File: src/rtl/sfp_pkg.sv
package sfp_pkg;
  typedef enum logic [1:0] {
    OP_ADD = 2'b00,
    OP_SUB = 2'b01,
    OP_MUL = 2'b10,
    OP_SHR = 2'b11
  } sfp_op_e;
endpackage

File: src/rtl/sfp_sat.sv
// Clamp a wide signed value into an OW-bit signed range.
module sfp_sat #(
  parameter int IW = 17,
  parameter int OW = 16
) (
  input  logic [IW-1:0] din,
  output logic [OW-1:0] dout
);
  localparam logic [OW-1:0] POS_MAX = {1'b0, {(OW-1){1'b1}}};
  localparam logic [OW-1:0] NEG_MIN = {1'b1, {(OW-1){1'b0}}};

  logic [IW-OW:0] top_bits;
  logic           fits;

  assign top_bits = din[IW-1:OW-1];
  // The value fits when every bit above the output sign matches it.
  assign fits = (&top_bits) | ~(|top_bits);

  always_comb begin
    if (fits)             dout = din[OW-1:0];
    else if (din[IW-1])   dout = NEG_MIN;
    else                  dout = POS_MAX;
  end
endmodule

File: src/rtl/sfp_addsub.sv
// W+1-bit adder/subtractor with optional one-bit right aligners on the inputs
// and an optional one-bit right normaliser on the output.
module sfp_addsub #(
  parameter int W = 16
) (
  input  logic [W-1:0] a,
  input  logic [W-1:0] b,
  input  logic         sub,
  input  logic         half_a,
  input  logic         half_b,
  input  logic         post_norm,
  output logic [W-1:0] y
);
  localparam int XW = W + 1;

  logic signed [XW-1:0] ext_a, ext_b, opa, opb, sum;
  logic [W-1:0]         clamped;

  assign ext_a = {a[W-1], a};
  assign ext_b = {b[W-1], b};
  assign opa   = half_a ? (ext_a >>> 1) : ext_a;
  assign opb   = half_b ? (ext_b >>> 1) : ext_b;
  assign sum   = sub ? (opa - opb) : (opa + opb);

  sfp_sat #(.IW(XW), .OW(W)) u_sat (
    .din  (sum),
    .dout (clamped)
  );

  // Dropping the LSB of the W+1-bit sum is the arithmetic halving.
  assign y = post_norm ? sum[XW-1:1] : clamped;
endmodule

File: src/rtl/sfp_fmul.sv
// Fractional 1.(W-1) multiplier, rounding half-up, optional doubling.
module sfp_fmul #(
  parameter int W = 16
) (
  input  logic [W-1:0] a,
  input  logic [W-1:0] b,
  input  logic         dbl,
  output logic [W-1:0] y
);
  localparam int PW = 2 * W;
  localparam logic [PW:0] HALF_STD = {{PW{1'b0}}, 1'b1} << (W - 2);
  localparam logic [PW:0] HALF_DBL = {{PW{1'b0}}, 1'b1} << (W - 3);

  logic signed [PW-1:0] prod;
  logic signed [PW:0]   biased, scaled;

  assign prod   = $signed(a) * $signed(b);
  assign biased = $signed({prod[PW-1], prod}) + $signed(dbl ? HALF_DBL : HALF_STD);
  assign scaled = dbl ? (biased >>> (W - 2)) : (biased >>> (W - 1));

  sfp_sat #(.IW(PW + 1), .OW(W)) u_sat (
    .din  (scaled),
    .dout (y)
  );
endmodule

File: src/rtl/sfp_shr.sv
// Logarithmic arithmetic right barrel shifter.
module sfp_shr #(
  parameter int W = 16
) (
  input  logic [W-1:0]         din,
  input  logic [$clog2(W)-1:0] shamt,
  output logic [W-1:0]         dout
);
  localparam int SW = $clog2(W);

  logic [W-1:0] stage [0:SW];

  assign stage[0] = din;

  for (genvar i = 0; i < SW; i++) begin : g_stage
    localparam int D = 1 << i;
    assign stage[i+1] = shamt[i]
                      ? {{D{stage[i][W-1]}}, stage[i][W-1:D]}
                      : stage[i];
  end

  assign dout = stage[SW];
endmodule

File: src/rtl/sfp_unit.sv
module sfp_unit #(
  parameter int W = 16
) (
  input  logic                 clk,
  input  logic                 rst,
  input  logic                 in_valid,
  input  logic [1:0]           op,
  input  logic [W-1:0]         a,
  input  logic [W-1:0]         b,
  input  logic                 half_a,
  input  logic                 half_b,
  input  logic                 post_norm,
  input  logic [$clog2(W)-1:0] shamt,
  output logic                 out_valid,
  output logic [W-1:0]         result
);
  import sfp_pkg::*;

  localparam logic [W-1:0] POS_MAX = {1'b0, {(W-1){1'b1}}};
  localparam logic [W-1:0] NEG_MIN = {1'b1, {(W-1){1'b0}}};

  sfp_op_e      op_e;
  logic [W-1:0] as_y, mul_y, shr_y, next_y;

  assign op_e = sfp_op_e'(op);

  sfp_addsub #(.W(W)) u_addsub (
    .a         (a),
    .b         (b),
    .sub       (op_e == OP_SUB),
    .half_a    (half_a),
    .half_b    (half_b),
    .post_norm (post_norm),
    .y         (as_y)
  );

  sfp_fmul #(.W(W)) u_fmul (
    .a   (a),
    .b   (b),
    .dbl (post_norm),
    .y   (mul_y)
  );

  sfp_shr #(.W(W)) u_shr (
    .din   (a),
    .shamt (shamt),
    .dout  (shr_y)
  );

  always_comb begin
    unique case (op_e)
      OP_ADD, OP_SUB: next_y = as_y;
      OP_MUL:         next_y = mul_y;
      default:        next_y = shr_y;
    endcase
  end

  always_ff @(posedge clk) begin
    if (rst) begin
      out_valid <= 1'b0;
      result    <= '0;
    end else begin
      out_valid <= in_valid;
      if (in_valid) result <= next_y;
    end
  end

  // reset clears the output state
  a_r1_reset_clear: assert property (@(posedge clk)
    rst |=> (!out_valid && result == '0));

  // valid latency and hold
  a_r2_valid_lat: assert property (@(posedge clk) disable iff (rst)
    in_valid |=> out_valid);
  a_r2_hold: assert property (@(posedge clk) disable iff (rst)
    !in_valid |=> $stable(result));

  // x - x with no shifts is zero
  a_r4_self_sub: assert property (@(posedge clk) disable iff (rst)
    (in_valid && op == 2'b01 && a == b && !half_a && !half_b) |=> result == '0);

  // sum of two non-negatives never wraps to negative
  a_r6_no_wrap: assert property (@(posedge clk) disable iff (rst)
    (in_valid && op == 2'b00 && !a[W-1] && !b[W-1]) |=> !result[W-1]);

  // most negative squared saturates to the most positive value
  a_r9_neg_square: assert property (@(posedge clk) disable iff (rst)
    (in_valid && op == 2'b10 && !post_norm && a == NEG_MIN && b == NEG_MIN)
      |=> result == POS_MAX);

  // product with zero is zero
  a_r7_zero_prod: assert property (@(posedge clk) disable iff (rst)
    (in_valid && op == 2'b10 && b == '0) |=> result == '0);

  // shift keeps the sign and shift by zero passes the value
  a_r10_sign_kept: assert property (@(posedge clk) disable iff (rst)
    (in_valid && op == 2'b11) |=> result[W-1] == $past(a[W-1]));
  a_r10_zero_shift: assert property (@(posedge clk) disable iff (rst)
    (in_valid && op == 2'b11 && shamt == '0) |=> result == $past(a));
endmodule

File: config.mk
export PLATFORM = sky130hd
export DESIGN_NAME = sfp_unit
export DESIGN_NICKNAME = d
export VERILOG_FILES = /design/src/rtl/sfp_pkg.sv /design/src/rtl/sfp_sat.sv /design/src/rtl/sfp_addsub.sv /design/src/rtl/sfp_fmul.sv /design/src/rtl/sfp_shr.sv /design/src/rtl/sfp_unit.sv
export SDC_FILE = /design/constraint.sdc
export NUM_CORES = 1
export LEC_CHECK = 0
export BUFFER_PORTS_ARGS = -buffer_cell sky130_fd_sc_hd__buf_2
export CAP_MARGIN = 40
export CORE_ASPECT_RATIO = 0.8
export CORE_MARGIN = 8
export CORE_UTILIZATION = 40
export CTS_BUF_LIST = sky130_fd_sc_hd__clkbuf_8
export CTS_CLUSTER_DIAMETER = 150
export DETAILED_ROUTE_END_ITERATION = 10
export PLACE_DENSITY_LB_ADDON = 0.12
export SLEW_MARGIN = 10
export SYNTH_ARGS = -nofsm -noshare
export SYNTH_HDL_FRONTEND = slang
export SYNTH_SLANG_ARGS = --single-unit
File: constraint.sdc
create_clock -name clk -period 8.8 [get_ports clk]
set_input_delay 0.44 -clock clk [delete_from_list [all_inputs] [get_ports clk]]
set_output_delay 0.44 -clock clk [all_outputs]
set_load 0.01 [all_outputs]
==> Yosys cells after proc, flatten, opt, wreduce, memory -nomap -nowiden <==
Index checks and enable logic that the tools add are counted.
{ "totals": {"ram_bits": 0, "memories": 0, "inputBits": 44, "wordCells": 33, "regBits": 17, "latchBits": 0, "rom_bits": 0} }
{ "op_classes": {"n_eq_ne": 2, "n_reduce_logical": 6, "multipliers": 1, "mux": 15, "bitwise_logic": 4, "n_addsub": 3, "div_mod_pow": 0, "shift": 0, "magnitude_cmp": 0} }
{ "op_table": {"columns": ["cell", "count"], "rows": [
  ["15-bit two-way mux", 7],
  ["16-bit two-way mux", 5],
  ["32-bit by 16-bit adder with 33-bit output", 1],
  ["16-bit by 16-bit multiplier with 32-bit output", 1],
  ["16-bit case mux with 2 select lines", 1],
  ["18-bit two-way mux", 1],
  ["18-bit AND reduction", 1],
  ["18-bit OR reduction", 1],
  ["16-bit by 16-bit adder with 17-bit output", 1],
  ["17-bit two-way mux", 1],
  ["16-bit by 16-bit subtractor with 17-bit output", 1],
  ["2-bit OR reduction", 2],
  ["2-bit by 1-bit == test with 1-bit output, second input constant", 1],
  ["2-bit == test, second input constant", 1],
  ["2-bit zero test", 1],
  ["1-bit inverter", 2],
  ["1-bit bitwise OR", 2],
  ["2-bit AND reduction", 1]
]} }

==> Depth between registers and ports, before layout <==
Gate-level depths: netlist of run 1.
{ "logic_depth": {"depth_word": 9, "mapped_depth": 30, "ltp_nobuf": 25} }

==> Cells and area by module <==
Synthesis of run 1 repeated with hierarchy kept, for this count alone.
{ "unflattened": {"cells_unflattened": 1672, "hier_area_um2": 14491.4} }
{ "modules_own_cells": {"columns": ["module", "n_inst", "area_each_um2", "seq_area_each_um2", "cells_each"], "rows": [
  ["sfp_fmul", 1, 10124.7, 0.0, 1112],
  ["sfp_addsub", 1, 2043.2, 0.0, 300],
  ["sfp_unit", 1, 1101.1, 340.3, 94],
  ["sfp_shr", 1, 774.5, 0.0, 110],
  ["sfp_sat at u_fmul.u_sat", 1, 246.5, 0.0, 33],
  ["sfp_sat at u_addsub.u_sat", 1, 201.4, 0.0, 23]
]} }

==> Worst setup path after synthesis of run 1 <==
Ideal clock, no wire load.
{ "synth_path": {"path_type": "in2reg", "from": "input a[15]", "to": "register result[14]", "stages": 26, "slack_ns": 1.419, "t_arrival_ns": 7.266, "setup_time_ns": 0.115, "path_buffers": 3, "path_cell_list": "clkbuf_1 -> clkbuf_1 -> clkbuf_1 -> nand2_1 -> inv_1 -> fa_1 -> inv_1 -> fa_1 -> inv_1 -> fa_1 -> inv_1 -> fa_1 -> inv_1 -> fa_1 -> fa_1 -> ha_1 -> and2_1 -> a21o_1 -> a221oi_1 -> nand2_1 -> o21ai_1 -> xor2_1 -> o211a_1 -> o22ai_2 -> o41a_1 -> o21a_1"} }
{ "synth_via": {"elab_chain_cells": 9, "elab_cells_between_ends": 25, "classes_between": "3 x add/sub; 1 x mul; 13 x mux; 4 x bitwise; 4 x reduce/logical"} }
{ "synth_rtl": {"columns": ["item", "line", "source"], "rows": [
  ["start: declaration", "sfp_unit.sv:8", "input logic [W-1:0] a,"],
  ["parallel branches: the longest is 8 deep, another holds 32-bit by 16-bit adder with 33-bit output", null, null],
  ["16-bit case mux with 2 select lines *", "sfp_unit.sv:51", "unique case (op_e)"],
  ["end signal: assignment", "sfp_unit.sv:64", "if (in_valid) result <= next_y;"],
  ["end: declaration", "sfp_unit.sv:15", "output logic [W-1:0] result"]
]} }
Mark *: on every way between the ends.
A chain may end at the register's enable or synchronous reset.

==> Worst setup path in the final report of run 1 <==
{ "layout_path": {"from": "input b[8]", "to": "register result[14]"} }
{ "layout_via": {"elab_chain_cells": 9, "elab_cells_between_ends": 21, "classes_between": "3 x add/sub; 1 x mul; 9 x mux; 4 x bitwise; 4 x reduce/logical"} }
{ "layout_rtl": {"columns": ["item", "line", "source"], "rows": [
  ["start: declaration", "sfp_unit.sv:9", "input logic [W-1:0] b,"],
  ["parallel branches: the longest is 8 deep, another holds 32-bit by 16-bit adder with 33-bit output", null, null],
  ["16-bit case mux with 2 select lines *", "sfp_unit.sv:51", null]
]} }
Marked as above.

==> impl_table.tex, run 1 <==
\begin{tabular}{lr}
\hline
Metric & Value \\
\hline
\multicolumn{2}{l}{\textbf{Route}} \\
Remaining routing DRC violations & 0 \\
Final wirelength & 43500 um \\
Number of vias after detailed routing & roughly 12000 \\
Wirelength per Cell & 20.3 um \\
Pre-Repair DR Iteration Count & 7 \\
Count of nets left with antenna violations after detail routing & 0 \\
Post-DR vias/cell & 5.37 \\
Number of DRC markers in iteration 0 & 930 \\
\multicolumn{2}{l}{\textbf{Yosys}} \\
Library cells used by synthesis & 85 \\
Synthesized instance count & about 1700 \\
Synth Area in Compound Gates & about 15\% \\
Post-synthesis share of cell area spent on xor and xnor gates & between 2 and 3\% \\
Fraction of synthesis flops using an asynchronous set or reset pin & 0\% \\
Mapped Nets & 2117 \\
Post-synthesis simple-gate area fraction & 17.4\% \\
Mux contribution to synthesized area & 3.26\% \\
Adder and majority cell fraction of the synthesized area & 47.6\% \\
Synth Cell Area & 13900 sq um \\
EDFF count, synth & 0 \\
Number of warnings reported in the yosys synthesis log & 0 \\
Avg Cell Area, Syn & 8.15 sq um \\
Combinational family with the most area after synthesis & adder cells \\
Top flip-flop cell by instance count after synthesis & sky130\_fd\_sc\_hd\_\_dfxtp\_1 \\
Post-synthesis sequential area ratio & between 2 and 2.5\% \\
Yosys reg bits & 17 \\
\multicolumn{2}{l}{\textbf{Global routing}} \\
Pin count of the biggest net entering global routing & 42 \\
Number of antenna violations at the first check in global routing & 2 \\
Global-route wire length before repair & 69700 um \\
Via count of the first global-routing pass & between 10000 and 15000 \\
Global Route Usage Sum & 21.6\% \\
Total overflow reported by the global router & 0 \\
\multicolumn{2}{l}{\textbf{Final layout}} \\
Area delta synth->final & 4.09\% \\
Fraction of layout cells with a size suffix above 1 & around 7.7\% \\
Total area of multi-input combinational cells & 12000 sq um \\
Register cell area after layout & 340 sq um \\
Layout Cells excl Fill & about 2100 \\
Total number of nets in the final design & 2081 \\
\# fillers & about 3600 \\
\multicolumn{2}{l}{\textbf{Timing}} \\
Setup violations, final & 0 \\
Setup TNS Final & 0 ns \\
Top achievable clock speed & 129 MHz \\
Worst clock skew on the final layout & 0 ns \\
RSZ-0062 raised after global routing & false \\
Hold WS & 0.458 ns \\
Max-slew violation count & 0 \\
Final worst path period need & 7.72 ns \\
Worst Tran Pin Value & around 0.98 ns \\
Worst max-slew margin expressed relative to the limit & 33.8\% \\
Share of the clock period used by the worst path & 87.8\% \\
Final Hold Viols & 0 \\
\multicolumn{2}{l}{\textbf{Clocking}} \\
Reg clk slew, reported paths & $\sim$0.070 ns \\
CTS Hold Bufs & 0 \\
Buffers from clock root to sink, at most & 2 \\
Number of sinks driven by the clock tree & 17 \\
Resized cells post-CTS & 0 \\
Buffer type at the clock tree root & sky130\_fd\_sc\_hd\_\_clkbuf\_8 \\
H-tree levels & 1 \\
TritonCTS clock tree & done \\
Post-CTS setup repair buffer count & 0 \\
Worst-Skew Late Latency & 0.25 ns \\
TritonCTS buffer count & 3 \\
\multicolumn{2}{l}{\textbf{Floorplan}} \\
I/O pin count & between 60 and 70 \\
Horizontal die dimension & around 220 um \\
Standard-cell rows & between 60 and 70 \\
Std-Cell Core Area & 34600 sq um \\
Effective utilization at floorplan & about 40\% \\
Overall die height & around 180 um \\
Die footprint & 41100 sq um \\
\multicolumn{2}{l}{\textbf{Critical path}} \\
Slowest stage cell on the critical path & sky130\_fd\_sc\_hd\_\_a311oi\_1 \\
Timing startpoint of the critical path & b[8] \\
Crit path kind & in -> reg \\
Register-to-Register Path Depth & 3 \\
Cell-by-cell trace of the critical path & buf\_2 > nand2\_1 > fa\_1 > inv\_1 > fa\_1 > fa\_1 > fa\_1 > fa\_1 > inv\_1 > fa\_1 > inv\_1 > ha\_1 > a21o\_1 > nor3\_1 > o21ai\_1 > a311oi\_1 > o21ai\_1 > nor4\_4 > o22ai\_2 > o41a\_1 > o21a\_1 \\
Kind of cell adding the most delay to the critical path & adder cells \\
Maximum cell stage delay along the critical path & 0.65 ns \\
Logic depth of the worst path, buffers included & 21 \\
RR Endpoint & result[14]\$\_SDFFE\_PP0P\_ \\
Count of buffering cells on the critical path with inverters included & 4 \\
Slack of the worst reg-to-reg path & 7.81 ns \\
Crit start category & input pin \\
Worst setup endpoint & result[14]\$\_SDFFE\_PP0P\_ \\
Cell type with the highest occurrence count on the critical path & sky130\_fd\_sc\_hd\_\_fa\_1 \\
Reg-to-Reg Start & result[14]\$\_SDFFE\_PP0P\_ \\
Worst Path Arrival & 7.88 ns \\
CP Capture Type & register \\
Maximum net fanout on the critical path & 21 \\
Critical path data required time & 8.95 ns \\
\multicolumn{2}{l}{\textbf{Worst hold path}} \\
Classification of the worst-slack hold path & reg -> reg \\
Startpoint of the most critical hold path & result[15]\$\_SDFFE\_PP0P\_ \\
\multicolumn{2}{l}{\textbf{Placed design}} \\
Final GP Congestion & 0.878 \\
Count of buffers from port buffering & 60 \\
Placed instance count & 2140 \\
HPWL after detailed placement & 34800 um \\
\multicolumn{2}{l}{\textbf{Job}} \\
Max-cap violations & 0 \\
\multicolumn{2}{l}{\textbf{Status}} \\
Result of the run & finished clean \\
\hline
\end{tabular}
## area by class of cell
| cell class | count | share of cell area [%] |
|---|---|---|
| Antenna cell | 1 | 0.0173 |
| Clock buffer | 3 | 0.285 |
| Clock inverter | 1 | 0.0345 |
| Inverter | 316 | 8.18 |
| Multi-Input combinational cell | 1265 | 82.5 |
| Sequential cell | 17 | 2.35 |
| Tap cell | 472 | 4.07 |
| Timing Repair Buffer | 70 | 2.59 |
## registers in the layout, summed over array words and instances (netlist names)
name,cells
result,16
out_valid,1
## cell usage in the layout (no fill, tap or decap), types with 4 or more instances in the layout
master	instances
sky130_fd_sc_hd__o31ai_1	12
sky130_fd_sc_hd__a211o_1	5
sky130_fd_sc_hd__dfxtp_1	17
sky130_fd_sc_hd__a21oi_1	105
sky130_fd_sc_hd__nor2b_1	13
sky130_fd_sc_hd__mux2_2	17
sky130_fd_sc_hd__o211ai_1	7
sky130_fd_sc_hd__a211oi_2	6
sky130_fd_sc_hd__a311oi_1	4
sky130_fd_sc_hd__nor3_1	10
sky130_fd_sc_hd__o21a_1	5
sky130_fd_sc_hd__a211oi_1	10
sky130_fd_sc_hd__o21ai_1	12
sky130_fd_sc_hd__o21ai_0	65
sky130_fd_sc_hd__or3_1	4
sky130_fd_sc_hd__ha_1	95
sky130_fd_sc_hd__xor2_1	16
sky130_fd_sc_hd__nand2_1	189
sky130_fd_sc_hd__nand2b_1	12
sky130_fd_sc_hd__a21boi_0	5
sky130_fd_sc_hd__and3_1	8
sky130_fd_sc_hd__o21bai_1	10
sky130_fd_sc_hd__buf_2	60
sky130_fd_sc_hd__mux4_2	5
sky130_fd_sc_hd__fa_1	269
sky130_fd_sc_hd__nor2_1	90
sky130_fd_sc_hd__nand3_1	21
sky130_fd_sc_hd__inv_1	315
sky130_fd_sc_hd__a21o_1	14
sky130_fd_sc_hd__buf_4	10
sky130_fd_sc_hd__a31oi_1	12
sky130_fd_sc_hd__or2_2	4
sky130_fd_sc_hd__o22ai_1	4
sky130_fd_sc_hd__nand3b_1	6
sky130_fd_sc_hd__xnor2_1	31
sky130_fd_sc_hd__mux2i_1	15
sky130_fd_sc_hd__maj3_2	4
sky130_fd_sc_hd__and2_1	121
## worst register-to-register path: cells and delay by family, from the launching register on
kind | cells | cell delay (ns)
AOI/OAI and AO/OA | 2 | 0.49
DFF | 1 | 0.39
and+or+nand+nor | 1 | 0.06
## metal layers
metal | global-route usage (%) | vias up | wire length, um
met2 | 32.5 | 361 | 18600
met4 | 2.27 | 0 | 461
met5 | 0 | - | 0
met3 | 3.89 | 39 | 3000
li1 | - | 5316 | -
met1 | 32.9 | 5810 | 21400
## metrics by stage
step	util (%)	area (sq um)	setup slack, ns
after floorplan	-	13900	1.42
after global placement	41.8	14400	0.958
after detailed placement	41.8	14500	0.814
after CTS	41.9	14500	1.09
after global routing	41.9	14500	0.607
final	41.9	14500	1.08
## synth_stat cells (6+ instances only)
master,instances,area share [%]
sky130_fd_sc_hd__nor2b_1,13,0.58
sky130_fd_sc_hd__buf_1,8,0.22
sky130_fd_sc_hd__fa_1,269,39
sky130_fd_sc_hd__and3_1,8,0.36
sky130_fd_sc_hd__a31oi_1,12,0.54
sky130_fd_sc_hd__mux2i_1,15,1.1
sky130_fd_sc_hd__and2_1,121,5.4
sky130_fd_sc_hd__a211oi_1,10,0.54
sky130_fd_sc_hd__a211oi_2,6,0.54
sky130_fd_sc_hd__o21ai_0,65,2.3
sky130_fd_sc_hd__xnor2_1,31,1.9
sky130_fd_sc_hd__mux2_2,17,1.4
sky130_fd_sc_hd__xor2_1,16,1.0
sky130_fd_sc_hd__a21oi_1,105,3.8
sky130_fd_sc_hd__nor3_1,10,0.36
sky130_fd_sc_hd__a21o_1,14,0.75
sky130_fd_sc_hd__inv_1,315,8.5
sky130_fd_sc_hd__nand3_1,21,0.75
sky130_fd_sc_hd__nand2_1,189,5.1
sky130_fd_sc_hd__o21bai_1,10,0.54
sky130_fd_sc_hd__o21ai_1,12,0.43
sky130_fd_sc_hd__clkbuf_1,94,2.5
sky130_fd_sc_hd__o211ai_1,7,0.38
sky130_fd_sc_hd__o31ai_1,12,0.65
sky130_fd_sc_hd__nor2_1,90,2.4
sky130_fd_sc_hd__nand2b_1,12,0.54
sky130_fd_sc_hd__nand3b_1,6,0.32
sky130_fd_sc_hd__dfxtp_1,17,2.4
sky130_fd_sc_hd__ha_1,95,8.5
## worst min path at each step
stage,end,cells after the start
6_report,result[15]$_SDFFE_PP0P_,2
3_3_place_gp,result[15]$_SDFFE_PP0P_,2
5_1_grt,result[15]$_SDFFE_PP0P_,2
4_1_cts,result[15]$_SDFFE_PP0P_,2
3_5_place_dp,result[15]$_SDFFE_PP0P_,2
2_1_floorplan,result[15]$_SDFFE_PP0P_,2
## cell families (layout without fill, tap and decap cells)
family          count (synthesis)  in the layout
xor+xnor                       47             47
other cells                     0              1
fa+ha+maj                     369            369
compound gates                316            316
flops                          17             17
mux                            37             37
buf+inv                       427            390
simple gates                  496            496
Power of run 1 is not shown: default switching activity piles up to over one toggle a cycle in this logic, so the estimate is an artifact.
==> inputs of run 2 (changes only) <==
--- a/config.mk
+++ b/config.mk
@@ -5,7 +5,6 @@
 export SDC_FILE = /design/constraint.sdc
 export NUM_CORES = 1
 export LEC_CHECK = 0
-export BUFFER_PORTS_ARGS = -buffer_cell sky130_fd_sc_hd__buf_2
 export CAP_MARGIN = 40
 export CORE_ASPECT_RATIO = 0.8
 export CORE_MARGIN = 8
@@ -13,6 +12,7 @@
 export CTS_BUF_LIST = sky130_fd_sc_hd__clkbuf_8
 export CTS_CLUSTER_DIAMETER = 150
 export DETAILED_ROUTE_END_ITERATION = 10
+export DONT_BUFFER_PORTS = 1
 export PLACE_DENSITY_LB_ADDON = 0.12
 export SLEW_MARGIN = 10
 export SYNTH_ARGS = -nofsm -noshare
==> run 2 against run 1 <==
Count of clock-buffer cells in the layout did not move. Worst hold slack got worse by 0.21 ns. Sequential share of layout area rose by 0.056 points. Fmax rose by 4.6%. Clock skew did not move. First-iteration DRC count rose by 2.8%. Setup slack improved by 0.34 ns. Design area fell by 2.3%. Final cell count fell by 3.0%.
==> impl_table.tex, run 2 (synthesized netlist as in run 1, its figures left out) <==
\begin{tabular}{lr}
\hline
Metric & Value \\
\hline
\multicolumn{2}{l}{\textbf{Clocking}} \\
Post-CTS setup repair buffer count & 0 \\
Worst-Skew Late Latency & 0.26 ns \\
Resized cells post-CTS & 0 \\
TritonCTS clock tree & done \\
Buffers from clock root to sink, at most & 2 \\
H-tree levels & 1 \\
CTS Hold Bufs & 0 \\
Reg clk slew, reported paths & 0.07 ns \\
Number of sinks driven by the clock tree & 17 \\
Buffer type at the clock tree root & sky130\_fd\_sc\_hd\_\_clkbuf\_8 \\
TritonCTS buffer count & 3 \\
\multicolumn{2}{l}{\textbf{Worst hold path}} \\
Hold worst-path end & result[12]\$\_SDFFE\_PP0P\_ \\
Startpoint of the most critical hold path & rst \\
Classification of the worst-slack hold path & in -> reg \\
Number of instances on the worst hold path & 1 \\
\multicolumn{2}{l}{\textbf{Critical path}} \\
CP Capture Type & register \\
Crit path kind & in -> reg \\
RR Endpoint & result[14]\$\_SDFFE\_PP0P\_ \\
Critical path data required time & 8.96 ns \\
Register-to-Register Path Depth & 3 \\
Cell type with the highest occurrence count on the critical path & sky130\_fd\_sc\_hd\_\_fa\_1 \\
Cell-by-cell trace of the critical path & inv\_1 > nor2\_1 > fa\_1 > fa\_1 > fa\_1 > fa\_1 > fa\_1 > inv\_1 > fa\_1 > inv\_1 > ha\_1 > nand2\_2 > nor3\_2 > or3b\_1 > a21oi\_2 > o31a\_2 > o2111ai\_4 > nor4\_4 > o22ai\_2 > o41a\_1 > o21a\_1 \\
Worst Path Arrival & around 7.5 ns \\
Count of buffering cells on the critical path with inverters included & 3 \\
Slack of the worst reg-to-reg path & around 7.7 ns \\
Slowest stage cell on the critical path & sky130\_fd\_sc\_hd\_\_fa\_1 \\
Timing startpoint of the critical path & b[15] \\
Reg-to-Reg Start & result[14]\$\_SDFFE\_PP0P\_ \\
Kind of cell adding the most delay to the critical path & adder cells \\
Maximum cell stage delay along the critical path & 0.54 ns \\
Crit start category & input pin \\
Maximum net fanout on the critical path & 16 \\
\multicolumn{2}{l}{\textbf{Job}} \\
Max-cap violations & 0 \\
\multicolumn{2}{l}{\textbf{Timing}} \\
Share of the clock period used by the worst path & 83.9\% \\
Worst Tran Pin Value & 0.870 ns \\
Worst clock skew on the final layout & 0 ns \\
Setup TNS Final & 0 ns \\
Max-slew violation count & 0 \\
Top achievable clock speed & 135 MHz \\
Final worst path period need & about 7.4 ns \\
Final Hold Viols & 0 \\
Worst max-slew margin expressed relative to the limit & 41.4\% \\
Setup violations, final & 0 \\
RSZ-0062 raised after global routing & false \\
\multicolumn{2}{l}{\textbf{Floorplan}} \\
Die footprint & just over 40000 sq um \\
Std-Cell Core Area & between 30000 and 40000 sq um \\
Effective utilization at floorplan & 40.3\% \\
I/O pin count & 61 \\
Standard-cell rows & 61 \\
Overall die height & 183 um \\
Horizontal die dimension & 225 um \\
\multicolumn{2}{l}{\textbf{Route}} \\
Number of vias after detailed routing & 11347 \\
Final wirelength & around 43000 um \\
Number of DRC markers in iteration 0 & 956 \\
Wirelength per Cell & 20.8 um \\
Post-DR vias/cell & 5.46 \\
Pre-Repair DR Iteration Count & 8 \\
Count of nets left with antenna violations after detail routing & 0 \\
Remaining routing DRC violations & 0 \\
\multicolumn{2}{l}{\textbf{Final layout}} \\
Ant. Diodes & 0 \\
Leading cell types in the layout, fill and taps excluded & sky130\_fd\_sc\_hd\_\_inv\_1 (315), sky130\_fd\_sc\_hd\_\_fa\_1 (269), sky130\_fd\_sc\_hd\_\_nand2\_1 (189) \\
Max FFs per register & 16 \\
Most flops, register & result \\
Final instance area & 14200 sq um \\
\# fillers & 3613 \\
Layout Cells excl Fill & 2080 \\
Most common cell after layout, fill and taps aside & sky130\_fd\_sc\_hd\_\_inv\_1 \\
Fraction of layout cells with a size suffix above 1 & 3.98\% \\
Area delta synth->final & 1.68\% \\
Leading registers by flop count & result: 16 flops, out\_valid: 1 flops \\
Total number of nets in the final design & 2017 \\
\multicolumn{2}{l}{\textbf{Placed design}} \\
Count of buffers from port buffering & 0 \\
Placed instance count & 2076 \\
HPWL after detailed placement & 34300 um \\
Final GP Congestion & 0.915 \\
Placed Instance Area & about 14000 sq um \\
\multicolumn{2}{l}{\textbf{Global routing}} \\
Pin count of the biggest net entering global routing & 43 \\
Global Route Usage Sum & 21.5\% \\
Via count of the first global-routing pass & between 10000 and 15000 \\
Number of antenna violations at the first check in global routing & 0 \\
Total overflow reported by the global router & 0 \\
Global-route wire length before repair & 69000 um \\
\multicolumn{2}{l}{\textbf{Status}} \\
Result of the run & finished clean \\
\hline
\end{tabular}
## run 2: cell count changes in the layout (fill, tap and decap cells not counted)
cell	before	now
sky130_fd_sc_hd__buf_2	60	1
sky130_fd_sc_hd__buf_4	10	5
sky130_fd_sc_hd__diode_2	1	0
## run 2: cell type report
cell class	count	area (sq um)	share of cell area, %
clock buffers	3	41.3	0.291
clock inverters	1	5.00	0.0353
inverters	316	1190	8.37
multi-input cells	1265	12000	84.4
flip-flops and latches	17	340	2.40
well taps	472	591	4.17
repair buffers	6	42.5	0.300
## run 2: worst max-delay path by stage
stage | slack, ns | cells after the start | end
global route | 1.08 | 23 | result[12]$_SDFFE_PP0P_
detailed placement | 1.27 | 21 | result[7]$_SDFFE_PP0P_
global placement | 1.32 | 21 | result[14]$_SDFFE_PP0P_
CTS | 1.51 | 21 | result[7]$_SDFFE_PP0P_
floorplan | 1.42 | 26 | result[14]$_SDFFE_PP0P_
finish | 1.41 | 21 | result[14]$_SDFFE_PP0P_
## run 2: per-layer routing
metal / routed length (um) / vias to the layer above / GRT usage [%]
met1: 20500 / 5732 / 32.6
met4: 553 / 0 / 2.35
met5: 0 / - / 0
met2: 18800 / 400 / 32.3
met3: 3530 / 29 / 4.10
li1: - / 5186 / -
## run 2: through the flow
step	hold WS, ns	utilization (%)	setup slack (ns)
floorplan	0.469	-	1.42
global placement	0.501	40.8	1.32
detailed placement	0.509	40.8	1.27
CTS	0.244	41.0	1.51
global route	0.236	41.0	1.08
finish	0.245	41.0	1.41
Power of run 2 is left out for the same reason.
==> inputs of run 3 (changes only) <==
--- a/config.mk
+++ b/config.mk
@@ -5,6 +5,7 @@
 export SDC_FILE = /design/constraint.sdc
 export NUM_CORES = 1
 export LEC_CHECK = 0
+export ABC_AREA = 1
 export CAP_MARGIN = 40
 export CORE_ASPECT_RATIO = 0.8
 export CORE_MARGIN = 8
==> constraint.sdc (replaced) <==
create_clock -name clk -period 6.2 [get_ports clk]
set_input_delay 0.31 -clock clk [delete_from_list [all_inputs] [get_ports clk]]
set_output_delay 0.31 -clock clk [all_outputs]
set_load 0.01 [all_outputs]
==> run 3 against run 2 <==
Count of clock-buffer cells in the layout is the same. Clock skew is the same. Flip-flop and latch count is the same. Via count grew 12%. Die area grew 3.4%. Sequential share of layout area shrank 0.13 points. Critical endpoint is now result[4]$_SDFFE_PP0P_. Worst hold slack lost 0.14 ns. Critical path depth grew 7. Setup slack lost 1.1 ns. First-iteration DRC count shrank 9.0%. Global-route usage grew 0.14 points.
==> impl_table.tex, run 3 <==
\begin{tabular}{lr}
\hline
Metric & Value \\
\hline
\multicolumn{2}{l}{\textbf{Critical path}} \\
Crit path kind & in -> reg \\
Worst Path Arrival & a little over 6 ns \\
Crit start category & input pin \\
Critical path data required time & 6.39 ns \\
Maximum net fanout on the critical path & 24 \\
CP Capture Type & register \\
\multicolumn{2}{l}{\textbf{Placed design}} \\
Final GP Congestion & 0.919 \\
Setup WS pre-CTS & -0.0721 ns \\
Count of buffers from port buffering & 0 \\
Placed Instance Area & 14900 sq um \\
HPWL after detailed placement & between 30000 and 40000 um \\
\multicolumn{2}{l}{\textbf{Route}} \\
Final wirelength & 44600 um \\
Remaining routing DRC violations & 0 \\
Number of DRC markers in iteration 0 & 870 \\
Count of nets left with antenna violations after detail routing & 0 \\
Met2 routed wirelength & 18900 um \\
Number of vias after detailed routing & around 13000 \\
Uppermost layer routed & met4 \\
Pre-Repair DR Iteration Count & 7 \\
Wirelength per Cell & 17.5 um \\
Met1 wire length & 21600 um \\
Post-DR vias/cell & approximately 5 \\
Detail Route met3 WL & 3440 um \\
\multicolumn{2}{l}{\textbf{Yosys}} \\
Leading post-synthesis cells by cell area & sky130\_fd\_sc\_hd\_\_fa\_1 (37\%), sky130\_fd\_sc\_hd\_\_nand2\_1 (16\%), sky130\_fd\_sc\_hd\_\_inv\_1 (14\%) \\
Post-synth top area cell & sky130\_fd\_sc\_hd\_\_fa\_1 \\
Yosys reg bits & 17 \\
Mapped Nets & around 2500 \\
Most used standard cell by instance count after synthesis & sky130\_fd\_sc\_hd\_\_nand2\_1 \\
Proportion of netlist area held by the largest area contributor & 37.3\% \\
Synth Cell Area & 14500 sq um \\
Top cell types by occurrence after synthesis & sky130\_fd\_sc\_hd\_\_nand2\_1 (611), sky130\_fd\_sc\_hd\_\_inv\_1 (554), sky130\_fd\_sc\_hd\_\_fa\_1 (269) \\
Synthesized instance count & 2139 \\
Post-synthesis sequential area ratio & 2.35\% \\
Number of warnings reported in the yosys synthesis log & 0 \\
Top flip-flop cell by instance count after synthesis & sky130\_fd\_sc\_hd\_\_dfxtp\_1 \\
Avg Cell Area, Syn & roughly 6.8 sq um \\
EDFF count, synth & 0 \\
Library cells used by synthesis & 54 \\
Fraction of synthesis flops using an asynchronous set or reset pin & 0\% \\
\multicolumn{2}{l}{\textbf{Final layout}} \\
Total number of nets in the final design & 2486 \\
Max FFs per register & 16 \\
Leading cell types in the layout, fill and taps excluded & sky130\_fd\_sc\_hd\_\_nand2\_1 (610), sky130\_fd\_sc\_hd\_\_inv\_1 (552), sky130\_fd\_sc\_hd\_\_fa\_1 (267) \\
\# fillers & 3867 \\
Most flops, register & result \\
Leading registers by flop count & result: 16 flops, out\_valid: 1 flops \\
Final instance area & 15000 sq um \\
Fraction of layout cells with a size suffix above 1 & 4.57\% \\
Most common cell after layout, fill and taps aside & sky130\_fd\_sc\_hd\_\_nand2\_1 \\
Area delta synth->final & 3.60\% \\
Ant. Diodes & 0 \\
\multicolumn{2}{l}{\textbf{Timing}} \\
Worst clock skew on the final layout & 0 ns \\
Worst max-slew margin expressed relative to the limit & between 50\% and 60\% \\
Top achievable clock speed & 170 MHz \\
Share of the clock period used by the worst path & 94.9\% \\
Final worst path period need & 5.88 ns \\
Worst Tran Pin Value & 0.691 ns \\
Final Hold Viols & 0 \\
RSZ-0062 raised after global routing & false \\
Setup violations, final & 0 \\
Hold WS & 0.108 ns \\
Max-slew violation count & 0 \\
Worst setup slack after layout & 0.317 ns \\
\multicolumn{2}{l}{\textbf{Clocking}} \\
Reg clk slew, reported paths & $\sim$0.070 ns \\
Number of sinks driven by the clock tree & 17 \\
Buffers from clock root to sink, at most & 2 \\
CTS Hold Bufs & 0 \\
Buffer type at the clock tree root & sky130\_fd\_sc\_hd\_\_clkbuf\_8 \\
Worst-Skew Late Latency & 0.26 ns \\
TritonCTS buffer count & 3 \\
TritonCTS clock tree & done \\
H-tree levels & 1 \\
\multicolumn{2}{l}{\textbf{Floorplan}} \\
Std-Cell Core Area & 35800 sq um \\
Die footprint & 42500 sq um \\
I/O pin count & slightly above 60 \\
Overall die height & roughly 190 um \\
Effective utilization at floorplan & 40.4\% \\
Standard-cell rows & 62 \\
Horizontal die dimension & about 230 um \\
\multicolumn{2}{l}{\textbf{Global routing}} \\
Global-route wire length before repair & between 70000 and 80000 um \\
Global Route Usage Sum & 21.6\% \\
Pin count of the biggest net entering global routing & 32 \\
Via count of the first global-routing pass & around 13000 \\
Total overflow reported by the global router & 0 \\
Number of antenna violations at the first check in global routing & 0 \\
\multicolumn{2}{l}{\textbf{Job}} \\
Max-cap violations & 0 \\
\multicolumn{2}{l}{\textbf{Status}} \\
Result of the run & finished clean \\
\multicolumn{2}{l}{\textbf{Worst hold path}} \\
Classification of the worst-slack hold path & in -> reg \\
\hline
\end{tabular}
-- run 3: cell types whose count changed after synthesis, moves of 21 or more --
cell                       change
sky130_fd_sc_hd__inv_1       +239
sky130_fd_sc_hd__and2_1      -120
sky130_fd_sc_hd__nand2_1     +422
sky130_fd_sc_hd__a21oi_1      -38
sky130_fd_sc_hd__nand3_1      +66
sky130_fd_sc_hd__xnor2_1      -21
sky130_fd_sc_hd__nor2_1       +22
sky130_fd_sc_hd__clkbuf_1     -27
-- run 3: worst max-delay path, stage by stage --
cell	delay, ns
sky130_fd_sc_hd__nand2_1	0.10
sky130_fd_sc_hd__inv_1	0.10
sky130_fd_sc_hd__fa_2	0.62
sky130_fd_sc_hd__inv_1	0.07
sky130_fd_sc_hd__fa_1	0.58
sky130_fd_sc_hd__inv_4	0.09
sky130_fd_sc_hd__fa_1	0.47
sky130_fd_sc_hd__fa_1	0.58
sky130_fd_sc_hd__fa_1	0.43
sky130_fd_sc_hd__fa_1	0.44
sky130_fd_sc_hd__ha_1	0.45
sky130_fd_sc_hd__nand2_1	0.16
sky130_fd_sc_hd__nor2_2	0.17
sky130_fd_sc_hd__nand2_1	0.10
sky130_fd_sc_hd__a21oi_2	0.17
sky130_fd_sc_hd__nor2_1	0.10
sky130_fd_sc_hd__nand2_1	0.09
sky130_fd_sc_hd__nand2_1	0.07
sky130_fd_sc_hd__nand2_1	0.09
sky130_fd_sc_hd__nand2_1	0.05
sky130_fd_sc_hd__nand2_1	0.08
sky130_fd_sc_hd__nand2_2	0.08
sky130_fd_sc_hd__buf_4	0.16
sky130_fd_sc_hd__nand3_1	0.08
sky130_fd_sc_hd__nand3_1	0.12
sky130_fd_sc_hd__nand3_1	0.11
sky130_fd_sc_hd__nand2_1	0.05
sky130_fd_sc_hd__a21oi_1	0.11
-- run 3: final timing paths --
check | to | slack [ns] | cells after the start | startpoint
worst max-delay path | result[4]$_SDFFE_PP0P_ | 0.32 | 28 | a[15]
worst min-delay path | result[8]$_SDFFE_PP0P_ | 0.11 | 1 | rst
worst max register to register | result[0]$_SDFFE_PP0P_ | 5.46 | 2 | result[0]$_SDFFE_PP0P_
worst min register to register | result[4]$_SDFFE_PP0P_ | 0.52 | 2 | result[4]$_SDFFE_PP0P_
-- run 3: what timing repair did --
| action | in CTS | in global routing |
|---|---|---|
| gates resized for setup | 0 | 13 |
| endpoints found under the setup margin | 0 | 15 |
| buffers inserted | 0 | 1 |
-- run 3: cell type report --
class,instances,area (sq um),share of cell area (%)
clock buffer,3,41.3,0.276
clock inverter,1,5.00,0.0334
inverter,561,2120,14.1
multi-input combinational,1471,11700,78.1
sequential,17,340,2.27
tap,480,601,4.01
timing repair buffer,24,180,1.20
-- run 3: cell families (layout without fill, tap and decap cells) --
kind of cell / Yosys count / count (layout) / share of synthesized area, %
simple gates: 878 / 878 / 25.1
buf+inv: 652 / 589 / 17.2
fa+ha+maj: 364 / 364 / 45.5
compound gates: 189 / 190 / 7.51
xor+xnor: 33 / 33 / 2.00
flops: 17 / 17 / 2.35
mux: 6 / 6 / 0.416
-- run 3: through the flow --
stage	utilization, %	cells	TNS, ns
after detailed placement	41.6	2551	-0.639
after floorplan	-	2139	0
after global routing	41.9	2557	0
after CTS	41.7	2555	0
final	41.9	2557	0
after global placement	41.6	2551	-0.00417
-- run 3: routing by layer --
layer / track usage, % / vias to the layer above
met2: 34.2 / 347
li1: - / 6127
met1: 30.9 / 6171
met5: 0 / -
met4: 3.23 / 0
met3: 4.51 / 41
Power of run 3 is left out for the same reason.
